**src/rtl/pwrdn_pkg.sv**
```systemverilog
package pwrdn_pkg;

  typedef enum logic [2:0] {
    S_IDLE,
    S_POLL,
    S_CLMP_RD,
    S_CLMP_WR,
    S_RST_RD,
    S_RST_WR,
    S_SW_WR,
    S_SELF_WR
  } seq_state_e;

  // number of set bits in a selection of up to 16 cores
  function automatic logic [4:0] count_ones16(input logic [15:0] m);
    logic [4:0] c;
    c = '0;
    for (int i = 0; i < 16; i++) c = c + 5'(m[i]);
    return c;
  endfunction

  // position of the lowest set bit (core number)
  function automatic logic [3:0] first_set16(input logic [15:0] m);
    logic [3:0] r;
    r = '0;
    for (int i = 15; i >= 0; i--) if (m[i]) r = 4'(i);
    return r;
  endfunction

  // per-core register stride of four bytes
  function automatic logic [31:0] core_stride(input logic [3:0] idx);
    return {26'd0, idx, 2'b00};
  endfunction

endpackage

```
**src/rtl/pwrdn_mask_dec.sv**
```systemverilog
module pwrdn_mask_dec #(
  parameter int NCORE = 4,
  parameter int IDX_W = 2
) (
  input  logic [NCORE-1:0] mask_i,
  output logic             one_hot_o,
  output logic [IDX_W-1:0] idx_o,
  output logic             core0_o
);
  logic [15:0] wide;

  always_comb begin
    wide      = 16'(mask_i);
    one_hot_o = (pwrdn_pkg::count_ones16(wide) == 5'd1);
    idx_o     = IDX_W'(pwrdn_pkg::first_set16(wide));
    core0_o   = one_hot_o && mask_i[0];
  end
endmodule

```
**src/rtl/pwrdn_bus_port.sv**
```systemverilog
module pwrdn_bus_port #(
  parameter int ADDR_W = 32,
  parameter int DATA_W = 32
) (
  input  logic              clk,
  input  logic              rst_n,
  input  logic              req_i,
  input  logic              we_i,
  input  logic [ADDR_W-1:0] addr_i,
  input  logic [DATA_W-1:0] wdata_i,
  input  logic              ready_i,
  input  logic [DATA_W-1:0] rdata_i,
  output logic              xfer_o,
  output logic [DATA_W-1:0] rd_q_o
);
  assign xfer_o = req_i && ready_i;

  always_ff @(posedge clk or negedge rst_n) begin
    if (!rst_n)      rd_q_o <= '0;
    else if (xfer_o) rd_q_o <= rdata_i;
  end

  // a waiting access keeps its address, direction and data
  a_r11_hold_stable: assert property (@(posedge clk) disable iff (!rst_n)
    (req_i && !ready_i) |=> (req_i && $stable(addr_i) && $stable(we_i) && $stable(wdata_i)));

  // captured read data changes only on a completed transfer
  a_r11_capture_on_ready: assert property (@(posedge clk) disable iff (!rst_n)
    !$past(xfer_o) |-> $stable(rd_q_o));
endmodule

```
**src/rtl/pwrdn_seq.sv**
```systemverilog
module pwrdn_seq #(
  parameter int                NCORE      = 4,
  parameter int                ADDR_W     = 32,
  parameter int                DATA_W     = 32,
  parameter logic [ADDR_W-1:0] STAT_BASE  = 'h0170_0000,
  parameter logic [ADDR_W-1:0] STAT_OFS   = 'h30,
  parameter logic [ADDR_W-1:0] CTRL_BASE  = 'h01F0_0000,
  parameter logic [ADDR_W-1:0] CLAMP_OFS  = 'h1500,
  parameter logic [ADDR_W-1:0] RST_OFS    = 'h1C30,
  parameter logic [ADDR_W-1:0] SW_OFS     = 'h1540,
  parameter logic [ADDR_W-1:0] SELF_OFS   = 'h1C00,
  parameter logic [DATA_W-1:0] SW_OFF_VAL = 'hFF
) (
  input  logic              clk,
  input  logic              rst_n,
  input  logic              start_i,
  input  logic [NCORE-1:0]  mask_i,
  output logic              busy_o,
  output logic              done_o,
  output logic              err_o,
  output logic              bus_req_o,
  output logic              bus_we_o,
  output logic [ADDR_W-1:0] bus_addr_o,
  output logic [DATA_W-1:0] bus_wdata_o,
  input  logic [DATA_W-1:0] bus_rdata_i,
  input  logic              bus_ready_i
);
  import pwrdn_pkg::*;

  localparam int IDX_W = (NCORE > 1) ? $clog2(NCORE) : 1;
  localparam logic [ADDR_W-1:0] STAT_ADDR  = STAT_BASE + STAT_OFS;
  localparam logic [ADDR_W-1:0] CLAMP_ADDR = CTRL_BASE + CLAMP_OFS;
  localparam logic [ADDR_W-1:0] RST_ADDR   = CTRL_BASE + RST_OFS;
  localparam logic [ADDR_W-1:0] SW_ADDR0   = CTRL_BASE + SW_OFS;
  localparam logic [ADDR_W-1:0] SELF_ADDR  = CTRL_BASE + SELF_OFS;

  seq_state_e        state_q, state_d;
  logic [NCORE-1:0]  mask_q;
  logic [IDX_W-1:0]  idx_q;
  logic              core0_q, done_q, err_q, done_d, err_d;
  logic              in_one_hot, in_core0;
  logic [IDX_W-1:0]  in_idx;
  logic              accept, xfer, core_idle;
  logic [DATA_W-1:0] rd_q, mask_ext;

  pwrdn_mask_dec #(.NCORE(NCORE), .IDX_W(IDX_W)) u_dec (
    .mask_i   (mask_i),
    .one_hot_o(in_one_hot),
    .idx_o    (in_idx),
    .core0_o  (in_core0)
  );

  pwrdn_bus_port #(.ADDR_W(ADDR_W), .DATA_W(DATA_W)) u_port (
    .clk    (clk),
    .rst_n  (rst_n),
    .req_i  (bus_req_o),
    .we_i   (bus_we_o),
    .addr_i (bus_addr_o),
    .wdata_i(bus_wdata_o),
    .ready_i(bus_ready_i),
    .rdata_i(bus_rdata_i),
    .xfer_o (xfer),
    .rd_q_o (rd_q)
  );

  assign mask_ext  = DATA_W'(mask_q);
  assign accept    = (state_q == S_IDLE) && start_i && in_one_hot;
  assign core_idle = |(bus_rdata_i & mask_ext);

  always_comb begin
    state_d = state_q;
    done_d  = 1'b0;
    err_d   = (state_q == S_IDLE) && start_i && !in_one_hot;
    case (state_q)
      S_IDLE:    if (accept) state_d = S_POLL;
      S_POLL:    if (xfer && core_idle) state_d = core0_q ? S_RST_RD : S_CLMP_RD;
      S_CLMP_RD: if (xfer) state_d = S_CLMP_WR;
      S_CLMP_WR: if (xfer) state_d = S_RST_RD;
      S_RST_RD:  if (xfer) state_d = S_RST_WR;
      S_RST_WR:  if (xfer) state_d = S_SW_WR;
      S_SW_WR:   if (xfer) state_d = S_SELF_WR;
      S_SELF_WR: if (xfer) begin
                   state_d = S_IDLE;
                   done_d  = 1'b1;
                 end
      default:   state_d = S_IDLE;
    endcase
  end

  always_comb begin
    bus_req_o   = 1'b1;
    bus_we_o    = 1'b0;
    bus_addr_o  = '0;
    bus_wdata_o = '0;
    case (state_q)
      S_POLL:    bus_addr_o = STAT_ADDR;
      S_CLMP_RD: bus_addr_o = CLAMP_ADDR;
      S_CLMP_WR: begin
                   bus_we_o    = 1'b1;
                   bus_addr_o  = CLAMP_ADDR;
                   bus_wdata_o = rd_q | mask_ext;
                 end
      S_RST_RD:  bus_addr_o = RST_ADDR;
      S_RST_WR:  begin
                   bus_we_o    = 1'b1;
                   bus_addr_o  = RST_ADDR;
                   bus_wdata_o = rd_q & ~mask_ext;
                 end
      S_SW_WR:   begin
                   bus_we_o    = 1'b1;
                   bus_addr_o  = SW_ADDR0 + ADDR_W'(core_stride(4'(idx_q)));
                   bus_wdata_o = SW_OFF_VAL;
                 end
      S_SELF_WR: begin
                   bus_we_o    = 1'b1;
                   bus_addr_o  = SELF_ADDR;
                 end
      default:   bus_req_o = 1'b0;
    endcase
  end

  always_ff @(posedge clk or negedge rst_n) begin
    if (!rst_n) begin
      state_q <= S_IDLE;
      mask_q  <= '0;
      idx_q   <= '0;
      core0_q <= 1'b0;
      done_q  <= 1'b0;
      err_q   <= 1'b0;
    end else begin
      state_q <= state_d;
      done_q  <= done_d;
      err_q   <= err_d;
      if (accept) begin
        mask_q  <= mask_i;
        idx_q   <= in_idx;
        core0_q <= in_core0;
      end
    end
  end

  assign busy_o = (state_q != S_IDLE);
  assign done_o = done_q;
  assign err_o  = err_q;

  // completion is a single-cycle pulse
  a_r8_done_single: assert property (@(posedge clk) disable iff (!rst_n)
    done_o |=> !done_o);

  // an idle sequencer issues no traffic
  a_r8_quiet_when_idle: assert property (@(posedge clk) disable iff (!rst_n)
    !busy_o |-> !bus_req_o);

  // core 0 never touches the clamp register
  a_r5_core0_no_clamp: assert property (@(posedge clk) disable iff (!rst_n)
    (bus_req_o && bus_addr_o == CLAMP_ADDR) |-> !core0_q);

  // a status reply without the selected bit keeps polling
  a_r3_keep_polling: assert property (@(posedge clk) disable iff (!rst_n)
    (state_q == S_POLL && xfer && !core_idle) |=> (state_q == S_POLL && !bus_we_o));

  // a rejected start leaves the machine idle
  a_r9_err_stays_idle: assert property (@(posedge clk) disable iff (!rst_n)
    err_o |-> !busy_o);

  // a running sequence always holds exactly one selected core
  a_r10_mask_held: assert property (@(posedge clk) disable iff (!rst_n)
    busy_o |-> ($countones(mask_q) == 1 && (!$past(busy_o) || $stable(mask_q))));
endmodule

```
**config.mk**
```make
export PLATFORM = sky130hd
export DESIGN_NAME = pwrdn_seq
export DESIGN_NICKNAME = d
export VERILOG_FILES = /design/src/rtl/pwrdn_pkg.sv /design/src/rtl/pwrdn_mask_dec.sv /design/src/rtl/pwrdn_bus_port.sv /design/src/rtl/pwrdn_seq.sv
export SDC_FILE = /design/constraint.sdc
export NUM_CORES = 1
export LEC_CHECK = 0
export BUFFER_PORTS_ARGS = -buffer_cell sky130_fd_sc_hd__buf_2
export CORE_MARGIN = 2
export CORE_UTILIZATION = 48
export DETAILED_ROUTE_END_ITERATION = 10
export PLACE_DENSITY = 0.8
export SETUP_SLACK_MARGIN = 0.5
export SLEW_MARGIN = 10
export SYNTH_ARGS = -nofsm -noshare
export SYNTH_HDL_FRONTEND = slang
export SYNTH_SLANG_ARGS = --single-unit
```
**constraint.sdc**
```tcl
create_clock -name clk -period 1.8 [get_ports clk]
set_clock_uncertainty 0.1 [all_clocks]
set_input_delay 0.36 -clock clk [delete_from_list [all_inputs] [get_ports clk]]
set_output_delay 0.36 -clock clk [all_outputs]
set_load 0.005 [all_outputs]
```
== Yosys cells after proc, flatten, opt, wreduce, memory -nomap -nowiden ==
Cells that the tools add are included.
Word-level totals
  memories kept: 0
  memory bits (writable): 0
  bits in read-only memories: 0
  bits in registers: 44
  output and inout bits: 69
  latch bits: 0
  input port bits: 40
Cells by class
  mux-type cells: 20
  reduce and logical (&&, ||, !) cells: 15
  div/mod/pow operators: 0
  shifts and indexed selects: 0
  bitwise logic cells: 4
  add/sub/neg operators: 4
  $mul: 0
  equal/unequal tests: 16
  magnitude comparators: 0
Operators by type and width (number)
  26-bit one-hot mux with 5 select lines: 1
  32-bit one-hot mux with 3 select lines: 1
  32-bit bitwise AND: 1
  32-bit by 4-bit bitwise AND with 32-bit output: 1
  4-bit NOT with 32-bit output: 1
  32-bit by 4-bit OR with 32-bit output: 1
  32-bit OR reduction: 1
  3-bit two-way mux: 9
  25-bit by 4-bit adder with 26-bit output (first input constant): 1
  3-bit one-hot mux with 8 select lines: 1
  2-bit inequality test (second input constant): 8
  3-bit == test (second input constant): 4
  5-bit by 1-bit adder with 5-bit output: 2
  2-bit two-way mux: 4
  8-bit AND reduction: 1
  7-bit OR reduction: 1
  3-bit by 2-bit == test with 1-bit output (second input constant): 2
  1-bit logical AND: 6
  5-bit by 1-bit == test with 1-bit output (second input constant): 1
  1-bit two-way mux: 4
  2-bit OR reduction: 2
  4-bit OR reduction: 1
  3-bit by 1-bit == test with 1-bit output (second input constant): 1
  3-bit logical NOT: 1
  3 further kinds: 3

== Logic depth before layout (Yosys ltp) ==
  word-level depth: 7
  depth in mapped cells: 8
  mapped depth without buffers: 8

== Cells and area by module ==
Synthesis repeated with hierarchy kept, for this count alone.
Second synthesis, totals
  cells, all modules: 220
  area, all modules: 2576.2 um^2
By module, submodules not included
  pwrdn_bus_port: sequential area each 800.8 um^2, times used 1, area each 1313.8 um^2, cells each 69
  pwrdn_seq: sequential area each 300.3 um^2, times used 1, area each 1159.9 um^2, cells each 137
  pwrdn_mask_dec: sequential area each 0.0 um^2, times used 1, area each 102.6 um^2, cells each 14

== Least setup slack after synthesis ==
OpenSTA, ideal clock, no wires.
  path kind: input to register
  from: input port mask_i[0]
  to: register core0_q
  cell stages on the path: 8
  path buffers: 0
  setup slack: -517 ps
  data required time: 1575 ps
  library setup time: 125 ps
  arrival time: 2092 ps
  cells stage by stage: ha_1 -> inv_1 -> fa_1 -> inv_1 -> ha_1 -> nor3_1 -> nand4b_2 -> mux2_2
On the way
  word-level cells in the longest chain between the ends: 5
RTL lines
  start: declaration: RTL line pwrdn_seq.sv:17  | input logic [NCORE-1:0] mask_i,
  1-bit by 1-bit adder with 2-bit output: RTL line pwrdn_pkg.sv:18  | for (int i = 0; i < 16; i++) c = c + 5'(m[i]);
  5-bit by 1-bit adder with 5-bit output (2 in series): RTL line pwrdn_pkg.sv:18
  5-bit by 1-bit == test with 1-bit output: RTL line pwrdn_mask_dec.sv:14  | one_hot_o = (pwrdn_pkg::count_ones16(wide) == 5'd1);
  1-bit logical AND, on equally long branches: RTL line pwrdn_mask_dec.sv:16, pwrdn_seq.sv:67
  end signal: assignment: RTL line pwrdn_seq.sv:137  | core0_q <= in_core0;
  end: declaration: RTL line pwrdn_seq.sv:40  | logic core0_q, done_q, err_q, done_d, err_d;
Several ways; a longest one is shown, not always the timed one.
A chain may end at the register's enable or synchronous reset.

== Worst setup path in the final report ==
  from: register state_q[1]
  to: output port bus_wdata_o[0]
On the way
  word-level cells in the longest chain between the ends: 2
RTL lines
  start: declaration: RTL line pwrdn_seq.sv:37  | seq_state_e state_q, state_d;
  start signal: assignment: RTL line pwrdn_seq.sv:131  | state_q <= state_d;
  3-bit == test or 3-bit by 2-bit == test with 1-bit output (tied branches): RTL line pwrdn_seq.sv:95  | case (state_q)
  32-bit one-hot mux with 3 select lines (*): RTL line pwrdn_seq.sv:95
  end: declaration: RTL line pwrdn_seq.sv:24  | output logic [DATA_W-1:0] bus_wdata_o,
Every way passes the cells marked *; elsewhere a longest branch is shown, timed or not.

==> qor.csv <==
stage;metric;value;unit
status;outcome;finished, violations left;
status;violations;negative setup slack;
power_and_ir_drop;combPwrFrac;59.8;%
drt;vias_per_cell;5.023;
power_and_ir_drop;p_seq_share;26.1;%
critical_path;endpoint_kind;output pin;
cts;numCtsBuffers;5;
job;drv_cap;0;
power_and_ir_drop;p_total;5.688;mW
global_route;overflow;0;
timing;min_period;2.064;ns
timing;fmax;0.4844;GHz
critical_path;cp-start-kind;flip-flop;
power_and_ir_drop;clock_power_share;14.1;%
yosys;synth_compound_area_share;6.329;%
floorplanning;io_pins;109;
global_route;grt_pass1_wl;10410;µm
critical_path;crit_arrival;1.60;ns
critical_path;path_max_fanout;6;
power_and_ir_drop;peakVddDrop;0.0009108;V
final_layout;final_nets;371;
final_layout;syn_to_final_growth;50.58;%
timing;setup_violations;82;
yosys;synthAdderAreaFrac;1.753;%
power_and_ir_drop;swShare;34.62;%
floorplanning;start_util;50.00;%
floorplanning;die_h;77.17;µm
power_and_ir_drop;p_int;3.719;mW
cts;clock_latency;0.30;ns
yosys;synthXorXnorAreaFrac;0;%
timing;drv_slew;0;
cts;cts_buffer_depth;2;
floorplanning;rows;26;
global_route;grt_antenna_before_repair;0;
cts;cts_tree;done;
global_route;grt_pass1_vias;2031;
drt;post_drt_wl_per_cell;17.34;µm
drt;drc_errors;0;
yosys;synth_top_family_by_area;multiplexers;
cts;cts_root_buffer;clkbuf_8;
timing;rsz0062_at_grt;yes;
timing;post-route-period-util;114.7;%
drt;via_count;2004;
drt;dr.first_iter.drc_count;147;
placed_design;port_buffers;90;
final_layout;n_antenna_cell;0;
yosys;syn_area_per_cell;12.07;µm²
cts;clock-sinks;44;
yosys;yosys_warnings;0;
power_and_ir_drop;net-switching-power;1.969;mW
placed_design;gp_congestion;0.8080;
timing;hold_viol;0;
drt;drt-pass1-iter-count;4;
drt;drt.antenna.violating_nets;0;
yosys;mappedNetlistArea;0.002570;mm²
cts;htree_num_levels;2;
floorplanning;die_x;77.17;µm
global_route;grtUsageTotal;22.37;%
yosys;ys_seq_area_share;42.84;%
global_route;grt_max_degree;29;
critical_path;crit_required;1.34;ns
floorplanning;fp.dieArea;0.005955;mm²
power_and_ir_drop;leakage;2.025;nW
final_layout;final_core_utilization;75.29;%
cts;clkTransAtPathRegs;0.09;ns
floorplanning;fp.coreArea;0.005140;mm²
critical_path;crit_type;flip-flop to output pin;
yosys;ys_seq_elements;44;
yosys;synth_mux_area_share;21.91;%
drt;wl;6917;µm
yosys;synth_simple_gate_area_share;15.14;%
hold_path;holdCritPathClass;primary input to flip-flop;
yosys;synth_cell_type_count;39;
timing;setup_ws;-0.2644;ns
power_and_ir_drop;powerDensity;1470;mW/mm²
final_layout;drive_above_1_share;69.91;%
yosys;syn_inst;213;
placed_design;hpwl;4279;µm
flip-flops by register name, summed over array words and instances (netlist names):
signal and count:
core0_q 1, done_o 1, err_o 1, idx_q 2, mask_q 4, state_q 3, u_port.rd_q_o 32
layout make-up:
class,instances,area [µm²]
inverter,7,26.28
tap,70,87.58
fill,335,1270
clock inverter,2,38.79
multi-input combinational,145,1513
sequential,44,1105
timing repair buffer,125,1017
clock buffer,6,82.58
metal layers:
layer / global-route usage (%) / part of all wire, % / wire, µm / vias up
met1: 27.22 / 39 / 2724 / 985
met2: 40.70 / 53 / 3699 / 83
met5: 0 / 0 / 0 / -
met4: 7.143 / 2.6 / 183 / 0
li1: - / - / - / 916
met3: 3.059 / 4.5 / 308 / 20
power by group through the flow:
stage	Clock [mW]	Combinational, mW	Sequential [mW]
after global placement	0	2.47	1.45
after floorplan	0	1.89	1.39
after CTS	0.813	3.10	1.45
after detailed placement	0	2.51	1.46
after global routing	0.851	3.60	1.51
final	0.801	3.40	1.48
worst max-delay path: stages (launching register included):
cell and delay, ns:
dfrtp_2 0.48, buf_12 0.17, nor4bb_4 0.26, o21ai_1 0.12, o21ai_1 0.13, buf_2 0.15
repair_timing:
action / CTS / global route
buffers inserted: 10 / 4
pin swaps: 5 / 8
gates cloned: 3 / 0
gates resized for setup: 37 / 23
endpoints found under the hold margin: 17 / 0
hold buffers: 1 / 0
setup endpoints to repair: 91 / 92
placed cells by master (no fill, tap or decap), types with 2 or more instances in the layout:
cell type / n
nor4bb_4: 3
dfrtp_2: 3
inv_1: 5
buf_6: 23
mux2_4: 34
dfrtp_1: 41
nand3_1: 3
buf_2: 76
conb_1: 18
nor2_4: 5
a21o_1: 4
inv_2: 2
ha_4: 2
nor2_1: 5
nand2b_4: 2
or3_4: 2
and2_1: 4
o21ai_1: 6
clkbuf_8: 6
nand2b_1: 2
buf_4: 11
mux2_2: 6
buf_12: 8
buf_16: 2
and2_4: 20
buf_8: 2
and3_4: 2
synth_stat cells, drive strengths merged:
cell / n / share of area (%)
nand2b: 4 / 0.97
a21boi: 1 / 0.29
dfrtp: 44 / 43
buf: 32 / 11
conb: 1 / 0.15
and3: 2 / 0.49
nand2: 4 / 1.2
and4b: 1 / 0.39
a22o: 2 / 0.68
nor2b: 1 / 0.24
nor4bb: 3 / 1.2
inv: 7 / 1.0
and2: 24 / 5.8
or4: 1 / 0.29
or3: 3 / 0.92
clkbuf: 2 / 0.29
a21oi: 3 / 1.0
nor3: 1 / 0.19
o211ai: 1 / 0.29
a211oi: 1 / 0.29
fa: 1 / 0.78
nor3b: 1 / 0.29
or2: 2 / 0.49
mux2: 40 / 22
a21o: 4 / 1.2
o21ai: 8 / 1.6
ha: 2 / 0.97
o2111ai: 2 / 0.68
a31o: 1 / 0.34
nand4b: 1 / 0.58
nand3: 3 / 0.58
nor2: 10 / 1.5
cell families (layout without fill, tap and decap cells):
family,after synthesis,in the layout
other,1,18
adders and majority gates,3,3
and+or+nand+nor,61,61
AOI/OAI and AO/OA,23,23
muxes,40,40
DFF,44,44
buffers and inverters,41,140
path summary, 6_finish.rpt:
path | start | end | slack [ns] | depth (start not counted)
hold / removal | bus_rdata_i[29] | u_port.rd_q_o[29] | 0.19 | 2
setup / recovery | state_q[1] | bus_wdata_o[0] | -0.26 | 5
min in group asynchronous | rst_n | idx_q[1] | 0.42 | 2
hold reg to reg | u_port.rd_q_o[31] | u_port.rd_q_o[31] | 0.42 | 1
max in group asynchronous | rst_n | mask_q[0] | 0.72 | 3
setup reg to reg | state_q[1] | u_port.rd_q_o[18] | -0.12 | 6
through the flow:
step | area (µm²) | setup TNS [ns] | std cells | hold slack [ns] | setup WS (ns)
after floorplan | 2855 | -2.047 | 230 | -0.03559 | -0.3022
after detailed placement | 3241 | -4.379 | 373 | 0.2496 | -0.5536
after global placement | 3241 | -3.995 | 373 | 0.2347 | -0.5124
final | 3870 | -13.51 | 399 | 0.1854 | -0.2644
after global routing | 3870 | -16.53 | 399 | 0.1788 | -0.3197
after CTS | 3730 | -11.44 | 395 | 0.1817 | -0.2387
(Power assumes the default switching activity.)
